<file path="src/rtl/rs_pkg.sv">
package rs_pkg;

    typedef enum logic [2:0] {
        ST_FREE  = 3'd0,
        ST_WAIT  = 3'd1,
        ST_RDY   = 3'd2,
        ST_EXEC  = 3'd3,
        ST_COMPL = 3'd4,
        ST_CMTD  = 3'd5
    } slot_state_e;

endpackage

</file>
<file path="src/rtl/rs_avail_vec.sv">
module rs_avail_vec #(
    parameter int NREGS = 32,
    localparam int RW = $clog2(NREGS)
) (
    input  logic             clk,
    input  logic             rst_n,
    input  logic [NREGS-1:0] set_mask,
    input  logic             clr_en,
    input  logic [RW-1:0]    clr_reg,
    output logic [NREGS-1:0] avail
);

    logic [NREGS-1:0] clr_mask;

    always_comb begin
        clr_mask = '0;
        if (clr_en) clr_mask[clr_reg] = 1'b1;
    end

    always_ff @(posedge clk) begin
        if (!rst_n) avail <= '1;
        else        avail <= (avail | set_mask) & ~clr_mask;
    end

endmodule

</file>
<file path="src/rtl/rs_slot.sv">
module rs_slot
    import rs_pkg::*;
#(
    parameter int NREGS    = 32,
    parameter int OPW      = 4,
    parameter int LOAD_LAT = 4,
    parameter int LOAD_OP  = 1,
    localparam int RW = $clog2(NREGS),
    localparam int LW = $clog2(LOAD_LAT + 1)
) (
    input  logic             clk,
    input  logic             rst_n,
    input  logic             alloc,
    input  logic [OPW-1:0]   a_op,
    input  logic [RW-1:0]    a_src0,
    input  logic             a_src0_rdy,
    input  logic [RW-1:0]    a_src1,
    input  logic             a_src1_rdy,
    input  logic             a_dst_use,
    input  logic [RW-1:0]    a_dst,
    input  logic             grant,
    input  logic [NREGS-1:0] wake,
    input  logic             retire,
    input  logic             release_slot,
    output slot_state_e      state_o,
    output logic [OPW-1:0]   op_o,
    output logic             dst_use_o,
    output logic [RW-1:0]    dst_o,
    output logic             done_o
);

    slot_state_e    state_q, state_d;
    logic [RW-1:0]  src0_q, src1_q;
    logic           rdy0_q, rdy1_q;
    logic [LW-1:0]  timer_q;
    logic           rdy0_now, rdy1_now;

    assign rdy0_now = rdy0_q | wake[src0_q];
    assign rdy1_now = rdy1_q | wake[src1_q];

    // next-state logic
    always_comb begin
        state_d = state_q;
        unique case (state_q)
            ST_FREE:  if (alloc) state_d = (a_src0_rdy && a_src1_rdy) ? ST_RDY : ST_WAIT;
            ST_WAIT:  if (rdy0_now && rdy1_now) state_d = ST_RDY;
            ST_RDY:   if (grant) state_d = ST_EXEC;
            ST_EXEC:  if (timer_q == LW'(1)) state_d = ST_COMPL;
            ST_COMPL: if (retire) state_d = ST_CMTD;
            ST_CMTD:  if (release_slot) state_d = ST_FREE;
            default:  state_d = ST_FREE;
        endcase
    end

    // state register
    always_ff @(posedge clk) begin
        if (!rst_n) state_q <= ST_FREE;
        else        state_q <= state_d;
    end

    // payload and operand tracking
    always_ff @(posedge clk) begin
        if (!rst_n) begin
            op_o      <= '0;
            src0_q    <= '0;
            src1_q    <= '0;
            rdy0_q    <= 1'b1;
            rdy1_q    <= 1'b1;
            dst_use_o <= 1'b0;
            dst_o     <= '0;
            timer_q   <= '0;
        end else begin
            if (state_q == ST_FREE && alloc) begin
                op_o      <= a_op;
                src0_q    <= a_src0;
                src1_q    <= a_src1;
                rdy0_q    <= a_src0_rdy;
                rdy1_q    <= a_src1_rdy;
                dst_use_o <= a_dst_use;
                dst_o     <= a_dst;
            end else if (state_q == ST_WAIT) begin
                rdy0_q <= rdy0_now;
                rdy1_q <= rdy1_now;
            end
            if (state_q == ST_RDY && grant)
                timer_q <= (op_o == OPW'(LOAD_OP)) ? LW'(LOAD_LAT) : LW'(1);
            else if (state_q == ST_EXEC)
                timer_q <= timer_q - LW'(1);
        end
    end

    // outputs
    always_comb begin
        state_o = state_q;
        done_o  = (state_q == ST_EXEC) && (timer_q == LW'(1));
    end

endmodule

</file>
<file path="src/rtl/rs_oldest_pick.sv">
module rs_oldest_pick #(
    parameter int DEPTH = 8,
    localparam int IW = $clog2(DEPTH)
) (
    input  logic [DEPTH-1:0] cand,
    input  logic [IW-1:0]    head,
    output logic             found,
    output logic [IW-1:0]    idx
);

    always_comb begin
        found = 1'b0;
        idx   = '0;
        for (int k = DEPTH - 1; k >= 0; k--) begin
            logic [IW-1:0] pos;
            pos = head + IW'(k);
            if (cand[pos]) begin
                found = 1'b1;
                idx   = pos;
            end
        end
    end

endmodule

</file>
<file path="src/rtl/rs_wakeup_station.sv">
module rs_wakeup_station
    import rs_pkg::*;
#(
    parameter int DEPTH    = 8,
    parameter int NREGS    = 32,
    parameter int OPW      = 4,
    parameter int LOAD_LAT = 4,
    parameter int LOAD_OP  = 1,
    localparam int RW = $clog2(NREGS),
    localparam int IW = $clog2(DEPTH),
    localparam int CW = IW + 1
) (
    input  logic               clk,
    input  logic               rst_n,
    input  logic               disp_valid,
    input  logic [OPW-1:0]     disp_op,
    input  logic               disp_src0_use,
    input  logic [RW-1:0]      disp_src0,
    input  logic               disp_src1_use,
    input  logic [RW-1:0]      disp_src1,
    input  logic               disp_dst_use,
    input  logic [RW-1:0]      disp_dst,
    output logic               disp_ready,
    output logic               issue_valid,
    output logic [IW-1:0]      issue_slot,
    output logic [OPW-1:0]     issue_op,
    output logic               issue_dst_use,
    output logic [RW-1:0]      issue_dst,
    output logic [NREGS-1:0]   wake_mask,
    output logic               commit_valid,
    output logic [IW-1:0]      commit_slot,
    output logic [NREGS-1:0]   reg_avail,
    output logic [3*DEPTH-1:0] slot_state
);

    logic [IW-1:0] head_q, tail_q;
    logic [CW-1:0] count_q;
    logic          accept, head_free;
    logic          src0_rdy, src1_rdy;

    slot_state_e    st_arr  [DEPTH];
    logic [OPW-1:0] op_arr  [DEPTH];
    logic           du_arr  [DEPTH];
    logic [RW-1:0]  dst_arr [DEPTH];
    logic [DEPTH-1:0] done_vec, rdy_vec, alloc_vec, grant_vec, retire_vec, release_vec;

    // dispatch admission and operand lookup with same-cycle bypass
    assign disp_ready = (count_q != CW'(DEPTH)) && (!disp_dst_use || reg_avail[disp_dst]);
    assign accept     = disp_valid && disp_ready;
    assign src0_rdy   = !disp_src0_use || reg_avail[disp_src0] || wake_mask[disp_src0];
    assign src1_rdy   = !disp_src1_use || reg_avail[disp_src1] || wake_mask[disp_src1];

    rs_avail_vec #(.NREGS(NREGS)) u_avail (
        .clk      (clk),
        .rst_n    (rst_n),
        .set_mask (wake_mask),
        .clr_en   (accept && disp_dst_use),
        .clr_reg  (disp_dst),
        .avail    (reg_avail)
    );

    rs_oldest_pick #(.DEPTH(DEPTH)) u_pick (
        .cand  (rdy_vec),
        .head  (head_q),
        .found (issue_valid),
        .idx   (issue_slot)
    );

    for (genvar i = 0; i < DEPTH; i++) begin : g_slot
        assign alloc_vec[i]   = accept && (tail_q == IW'(i));
        assign grant_vec[i]   = issue_valid && (issue_slot == IW'(i));
        assign retire_vec[i]  = (head_q == IW'(i)) && (st_arr[i] == ST_COMPL);
        assign release_vec[i] = (head_q == IW'(i)) && (st_arr[i] == ST_CMTD);
        assign rdy_vec[i]     = (st_arr[i] == ST_RDY);
        assign slot_state[3*i +: 3] = st_arr[i];

        rs_slot #(
            .NREGS(NREGS), .OPW(OPW), .LOAD_LAT(LOAD_LAT), .LOAD_OP(LOAD_OP)
        ) u_slot (
            .clk          (clk),
            .rst_n        (rst_n),
            .alloc        (alloc_vec[i]),
            .a_op         (disp_op),
            .a_src0       (disp_src0),
            .a_src0_rdy   (src0_rdy),
            .a_src1       (disp_src1),
            .a_src1_rdy   (src1_rdy),
            .a_dst_use    (disp_dst_use),
            .a_dst        (disp_dst),
            .grant        (grant_vec[i]),
            .wake         (wake_mask),
            .retire       (retire_vec[i]),
            .release_slot (release_vec[i]),
            .state_o      (st_arr[i]),
            .op_o         (op_arr[i]),
            .dst_use_o    (du_arr[i]),
            .dst_o        (dst_arr[i]),
            .done_o       (done_vec[i])
        );
    end

    // result broadcast
    always_comb begin
        wake_mask = '0;
        for (int i = 0; i < DEPTH; i++)
            if (done_vec[i] && du_arr[i]) wake_mask[dst_arr[i]] = 1'b1;
    end

    // issue and commit outputs
    assign issue_op      = op_arr[issue_slot];
    assign issue_dst_use = du_arr[issue_slot];
    assign issue_dst     = dst_arr[issue_slot];
    assign commit_valid  = (st_arr[head_q] == ST_COMPL);
    assign commit_slot   = head_q;
    assign head_free     = (st_arr[head_q] == ST_CMTD);

    // queue pointers
    always_ff @(posedge clk) begin
        if (!rst_n) begin
            head_q  <= '0;
            tail_q  <= '0;
            count_q <= '0;
        end else begin
            if (accept)    tail_q <= tail_q + IW'(1);
            if (head_free) head_q <= head_q + IW'(1);
            count_q <= count_q + CW'(accept) - CW'(head_free);
        end
    end

endmodule

</file>
<file path="config.mk">
export PLATFORM = sky130hd
export DESIGN_NAME = rs_wakeup_station
export DESIGN_NICKNAME = d
export VERILOG_FILES = /design/src/rtl/rs_pkg.sv /design/src/rtl/rs_avail_vec.sv /design/src/rtl/rs_slot.sv /design/src/rtl/rs_oldest_pick.sv /design/src/rtl/rs_wakeup_station.sv
export SDC_FILE = /design/constraint.sdc
export NUM_CORES = 1
export LEC_CHECK = 0
export BUFFER_PORTS_ARGS = -buffer_cell sky130_fd_sc_hd__buf_2
export CAP_MARGIN = 20
export CORE_AREA = 2 2 241 243
export DETAILED_ROUTE_END_ITERATION = 12
export DIE_AREA = 0 0 243 245
export PLACE_DENSITY_LB_ADDON = 0.15
export SYNTH_ARGS = -nofsm -noshare
export SYNTH_HDL_FRONTEND = slang
export SYNTH_SLANG_ARGS = --single-unit
</file>
<file path="constraint.sdc">
create_clock -name clk -period 12.95 [get_ports clk]
set_input_delay 0 -clock clk [delete_from_list [all_inputs] [get_ports clk]]
set_output_delay 0 -clock clk [all_outputs]
set_load 0.02 [all_outputs]
</file>
==> reports/metrics.yaml, run 1 <==
final_layout:
  drive_above_1_share: 0.185
  final_common_cell: "nand2_1"
  layout_common_cells: "nand2_1 (348), nor2_1 (274), dfxtp_1 (266), a21oi_1 (192), mux2i_1 (149)"
  nets: 2817
  final_cell_area_sq_um: 25000
  fin_cells: 3548
  areaGrowthSynthToFinish_pct: 10.3
die:
  initial_core_util: 0.397
  fp-row-count: 88
  die_w_um: 243
  die_area_sq_um: 59500
  ioPinCount: 132
  coreArea_sq_um: 57000
  die_h_um: 245
clock_network:
  postCtsHoldBufs: 13
  cts.sinks: 266
  cts_tree: "done"
  cts.reportedPaths.clkPinSlew_ns: 0.06
  cts_made_buffers: 35
  ctsResizeCount: 0
  insertion_delay_ns: 0.57
  postCtsSetupRepairBufs: 0
  cts_htree_levels: 2
  root_buffer: "clkbuf_16"
  clockBufferDepth: 3
timing:
  fin_ws_ns: 7.13
  hold_viol: 0
  slew_headroom: 0.237
  worst_pin_slew_ns: 1.13
  fin_setup_tns_ns: 0
  maxSlewViolCount: 0
  fmax_mhz: 172
  fin_skew_ns: 0.0387
  min_period_over_period: 0.450
  holdWs_ns: 0.0204
  setup_viol: 0
  grt_setup_unrepaired: "false"
  fin_crit_ns: 5.82
global_routing:
  grt_pass1_wl_um: 158000
  grt_start_max_net_pins: 130
  grtUsageTotal: 0.356
  antenna_found_initial: 3
  grt_pass1_vias: 22426
  globalRoute.totalOverflow: 0
synth:
  async_reset_ff_frac: 0
  synth_cell_type_count: 119
  synth_flop_cell: "dfxtp_1"
  yosysSeqAreaShare: 0.235
  synth.avg_cell_area_sq_um: 8.13
  yosys_warnings: 0
  synth-seq-cells: 266
  synth_nets: 2846
  synthCells: 2786
  syn_area_sq_um: 22700
  synth_edf_count: 0
worst_setup_path:
  cp.depth: 14
  worstSetupStartpointType: "flop"
  worstSetupPathType: "flop to output pin"
  cp_slowest_cell: "ha_1"
  slowest_delay_ns: 0.92
  crit_path_max_fanout: 51
  crit_family: "buffers and inverters"
  cp.arrival_ns: 5.82
  worstPathRequired_ns: 12.95
  reg2regPathDepth: 13
  cp_common_cell: "a21oi_1"
  crit_chain: "inv_2 -> ha_1 -> nand4bb_1 -> o211ai_1 -> a21oi_1 -> or4_1 -> a311o_1 -> a41oi_4 -> buf_4 -> mux2i_1 -> nor2_1 -> a21oi_1 -> a21oi_1 -> buf_2"
  crit_buf_inv: 3
  setup.worst_path.end_class: "output pin"
pwr:
  ir_worst_vdd_mv: 0.100
  cellPowerDensity_nw_per_um2: 134
  leakage_nw: 8.56
placement:
  gp_congestion: 1.01
  dp_hpwl_um: 77500
  io_buffers: 131
  place_area_sq_um: 23600
  pre_cts_ws_ns: 7.38
  dp.cells: 3471
route:
  drcViolationCount: 0
  via_per_inst: 6.82
  drtIter0Drc: 3108
  wire_per_inst_um: 30.8
  dr.pass1.iters: 5
  vias: 24211
  drtAntennaViolNets: 0
  drt-total-wl_um: 109000
run_status:
  status: "finished, final reports clean"
hold_path:
  whs_path_depth: 3
  hold_class: "input pin to flop"
flow_run:
  maxCapViolCount: 0
metal layers:
metal	track usage	routed length (um)	vias up
met5	0	0	-
li1	-	-	10328
met3	0.0866	12000	344
met1	0.489	45200	11911
met4	0.148	5140	0
met2	0.534	46900	1628
registers in the layout, indices dropped and copies added, names as in the netlist:
signal / cells
g_slot.u_slot.rdy1_q: 8
g_slot.u_slot.op_o: 32
g_slot.u_slot.state_o: 24
u_avail.avail: 32
g_slot.u_slot.dst_o: 40
count_q: 4
g_slot.u_slot.timer_q: 24
g_slot.u_slot.dst_use_o: 8
tail_q: 3
commit_slot: 3
g_slot.u_slot.src0_q: 40
g_slot.u_slot.src1_q: 40
g_slot.u_slot.rdy0_q: 8
worst min-delay path: stages:
cell	delay, ns
buf_2	0.33
nand2_1	0.14
a21oi_1	0.06
through the flow:
step            util  total power, mW
3_5_place_dp   0.415             2.28
6_report       0.438             3.34
2_1_floorplan      -             1.92
4_1_cts        0.438             3.32
3_3_place_gp   0.414             2.27
5_1_grt        0.438             3.48
kinds of logic after synthesis:
family	after synthesis	synth area share
adders and majority gates	35	0.0197
and+or+nand+nor	1193	0.280
muxes	304	0.206
AOI/OAI and AO/OA	593	0.182
DFF	266	0.235
buffers and inverters	374	0.0698
xor gates and xnor gates	21	0.00812
area by class of cell:
cell class	instances	area, sq um
fill	5762	32000
clock buffer	48	1030
multi-input combinational	2146	15900
antenna	1	2.50
timing repair buffer	209	1270
clock inverter	14	175
sequential	266	5330
tap	765	957
inverter	99	377
report_power, final:
| group | switching, mW | internal, mW | total [mW] |
|---|---|---|---|
| sequential | 0.139 | 0.892 | 1.03 |
| combinational | 0.800 | 0.466 | 1.27 |
| clock | 0.423 | 0.618 | 1.04 |
| total | 1.36 | 1.98 | 3.34 |
cells in the mapped netlist, drive strengths merged, types with 19 or more instances:
master | number | share of area
nand2b | 33 | 0.0091
o21ai | 37 | 0.0082
a21oi | 195 | 0.043
nand4 | 24 | 0.0066
nand3b | 47 | 0.016
or3 | 23 | 0.0064
mux2 | 29 | 0.014
nand4b | 19 | 0.0076
a2111oi | 21 | 0.0098
or3b | 36 | 0.014
nand3 | 66 | 0.015
dfxtp | 266 | 0.24
nor2 | 275 | 0.046
o2111ai | 24 | 0.0098
mux4 | 126 | 0.13
ha | 34 | 0.019
nand2 | 350 | 0.058
and3 | 19 | 0.0052
nor4 | 44 | 0.017
buf | 102 | 0.025
nor4b | 24 | 0.0096
o22ai | 102 | 0.028
nor3 | 116 | 0.026
a211oi | 37 | 0.012
mux2i | 149 | 0.066
clkbuf | 173 | 0.029
o211ai | 21 | 0.0070
nor3b | 28 | 0.0099
inv | 94 | 0.016
worst paths after layout:
kind                            endpoint  slack [ns]                        start
max                         issue_dst[4]        7.13               commit_slot[1]
min           g_slot[6].u_slot.src1_q[1]        0.02                 disp_src1[1]
max reg2reg  g_slot[2].u_slot.state_o[1]        7.22  g_slot[3].u_slot.state_o[0]
min reg2reg     g_slot[3].u_slot.op_o[2]        0.48     g_slot[3].u_slot.op_o[2]
Power figures use the tool's default switching activity.
==> run 2, diff against run 1 <==
- clock period: 12.95 -> 5.4 ns (I/O delays scaled with it)
==> run 2 against run 1 <==
Global-route usage grew 2.2 points. Count of clock-buffer cells in the layout is the same. Total power increased by 140%. Utilization grew 1.0 points. Sequential share of layout area fell by 0.48 points. Clock skew fell by 0.016 ns. Worst hold slack better by 0.016 ns. Combinational power grew to 2.6 times the previous value. Highest routed layer is now met5.
==> reports/metrics.yaml, run 2 (synthesis gave the netlist of run 1 again) <==
run_status:
  status: "finished, final reports clean"  # unchanged
die:
  die_h_um: 245  # unchanged
  die_w_um: 243  # unchanged
  coreArea_sq_um: 57000  # unchanged
  die_area_sq_um: 59500  # unchanged
  ioPinCount: 132  # unchanged
  initial_core_util: 0.397  # unchanged
  fp-row-count: 88  # unchanged
clock_network:
  root_buffer: "clkbuf_16"  # unchanged
  postCtsSetupRepairBufs: 0  # unchanged
  cts_made_buffers: 35  # unchanged
  clockBufferDepth: 3  # unchanged
  cts_tree: "done"  # unchanged
  cts_htree_levels: 2  # unchanged
  cts.reportedPaths.clkPinSlew_ns: 0.06  # about the same
  cts.sinks: 266  # unchanged
  insertion_delay_ns: 0.57  # about the same
timing:
  holdWs_ns: 0.0367  # was 0.0204 ns
  hold_viol: 0  # unchanged
  setup_viol: 0  # unchanged
  maxSlewViolCount: 0  # unchanged
  grt_setup_unrepaired: "false"  # unchanged
  worst_pin_slew_ns: 1.17  # was 1.13 ns
  fin_crit_ns: 5.26
  min_period_over_period: 0.975
  fmax_mhz: 190
  fin_ws_ns: 0.137  # was 7.13 ns
  fin_setup_tns_ns: 0  # unchanged
  fin_skew_ns: 0.0226  # was 0.0387 ns
  slew_headroom: 0.209  # was 0.237
final_layout:
  postLayoutCoreUtil: 0.448  # was 0.438
  final_common_cell: "nand2_1"  # unchanged
  fin_cells: 3624  # was 3,548
  nets: 2895  # was 2,817
  reg_top3: "g_slot.u_slot.dst_o: 40 flops, g_slot.u_slot.src0_q: 40 flops, g_slot.u_slot.src1_q: 40 flops"  # unchanged
  layout_common_cells: "nand2_1 (348), nor2_1 (275), dfxtp_1 (266), a21oi_1 (192), mux2i_1 (149)"  # was nand2_1 (348), nor2_1 (274), dfxtp_1 (266), a21oi_1 (192), mux2i_1 (149)
  final_cell_area_sq_um: 25600  # was 25,000 sq um
  areaGrowthSynthToFinish_pct: 12.8  # was 10.3%
  n_fill_cell: 5725  # was 5,762
  drive_above_1_share: 0.206  # was 0.185
worst_setup_path:
  worstSetupPathType: "flop to flop"  # was flop to output pin
  setup.worst_path.end_class: "flop"  # was output pin
  cp_slowest_cell: "nor4b_1"  # was ha_1
  slowest_delay_ns: 0.98  # was 0.92 ns
  crit_chain: "nor4b_1 -> nand2_1 -> o22ai_1 -> or3_1 -> buf_4 -> mux4_2 -> mux2i_1 -> and4b_1 -> a211o_1 -> o31ai_2 -> a21oi_1 -> a211oi_1"  # was inv_2 -> ha_1 -> nand4bb_1 -> o211ai_1 -> a21oi_1 -> or4_1 -> a311o_1 -> a41oi_4 -> buf_4 -> mux2i_1 -> nor2_1 -> a21oi_1 -> a21oi_1 -> buf_2
  cp.arrival_ns: 5.64  # was 5.82 ns
  crit_buf_inv: 1  # was 3
  worstSetupStartpointType: "flop"  # unchanged
  crit_family: "simple AND/OR/NAND/NOR gates"  # was buffers and inverters
  crit_path_max_fanout: 10  # was 51
  worstPathRequired_ns: 5.78  # was 12.95 ns
route:
  drtIter0Drc: 3136  # was 3,108
  vias: 24588  # was 24,211
  drt-total-wl_um: 116000  # was 109,000 um
  via_per_inst: 6.78  # was 6.82
  drcViolationCount: 0  # unchanged
  drtAntennaViolNets: 0  # unchanged
  dr.pass1.iters: 6  # was 5
  wire_per_inst_um: 31.9  # was 30.8 um
pwr:
  power_switching_mw: 3.30  # was 1.36 mW
  ir_worst_vdd_mv: 0.307  # was 0.100 mV
  finalPower_mw: 8.12  # was 3.34 mW
  pwr-share-seq: 0.297  # was 0.309
  intPower_mw: 4.82  # was 1.98 mW
  leakage_nw: 8.92  # was 8.56 nW
  pwr-share-clk: 0.305  # was 0.312
  pwr-share-comb: 0.398  # was 0.379
  cellPowerDensity_nw_per_um2: 318  # was 134 nW/um^2
  switching_share: 0.407  # was 0.408
global_routing:
  grt_start_max_net_pins: 85  # was 130
  busiest_layer: "met2"  # unchanged
  use_met3: 0.0910  # was 0.0866
  use_met2: 0.557  # was 0.534
  use_met1: 0.516  # was 0.489
  antenna_found_initial: 5  # was 3
  grt_pass1_vias: 22774  # was 22,426
  grtUsageTotal: 0.378  # was 0.356
  globalRoute.totalOverflow: 0  # unchanged
  grt_pass1_wl_um: 165000  # was 158,000 um
flow_run:
  maxCapViolCount: 0  # unchanged
placement:
  gp_congestion: 1.06  # was 1.01
  dp.cells: 3547  # was 3,471
  pre_cts_ws_ns: 0.394  # was 7.38 ns
  io_buffers: 131  # unchanged
  place_area_sq_um: 24200  # was 23,600 sq um
  dp_hpwl_um: 85500  # was 77,500 um
hold_path:
  hold_class: "input pin to flop"  # unchanged
[run 2: repair_timing]
| action | in CTS | in global routing |
|---|---|---|
| endpoints found under the hold margin | 82 | 0 |
| hold buffers | 14 | 0 |
| resized for setup | 0 | 0 |
[run 2: worst reg2reg max path, cell delays in order (launching register included)]
cell and delay [ns]:
dfxtp_1 0.48, nor4b_1 0.98, nand2_1 0.37, o22ai_1 0.32, or3_1 0.72, buf_4 0.35, mux4_2 0.27, mux2i_1 0.06
and4b_1 0.18, a211o_1 0.26, o31ai_2 0.27, a21oi_1 0.13, a211oi_1 0.69
[run 2: worst paths after layout]
kind | to | from | slack (ns) | depth (start not counted)
setup / recovery | g_slot[7].u_slot.state_o[1] | g_slot[0].u_slot.dst_use_o | 0.14 | 12
hold / removal | g_slot[7].u_slot.dst_o[0] | disp_dst[0] | 0.04 | 3
setup reg to reg | g_slot[7].u_slot.state_o[1] | g_slot[0].u_slot.dst_use_o | 0.14 | 12
hold reg to reg | g_slot[3].u_slot.op_o[1] | g_slot[3].u_slot.op_o[1] | 0.48 | 2
[run 2: metal layers]
| metal | wire length (um) | share of wire | up-vias |
|---|---|---|---|
| met5 | 39 | 0.00034 | - |
| met4 | 6330 | 0.055 | 6 |
| met3 | 12300 | 0.11 | 333 |
| met2 | 49000 | 0.42 | 1559 |
| met1 | 47800 | 0.41 | 12164 |
| li1 | - | - | 10526 |
[run 2: power by group through the flow]
stage	logic, mW	clock network, mW	registers [mW]
floorplan	2.25	0	2.35
global placement	3.13	0	2.43
detailed placement	3.17	0	2.44
CTS	3.19	2.51	2.40
global route	3.46	2.58	2.44
finish	3.24	2.48	2.41
[run 2: final cells by class]
type / instances / area [sq um] / share of cell area
Multi-Input combinational cell: 2146 / 15800 / 0.620
Sequential cell: 266 / 5330 / 0.208
Antenna cell: 1 / 2.50 / 0.0000979
Tap cell: 765 / 957 / 0.0374
Timing Repair Buffer: 287 / 1880 / 0.0737
Clock inverter: 12 / 191 / 0.00749
Inverter: 99 / 377 / 0.0147
Clock buffer: 48 / 985 / 0.0385
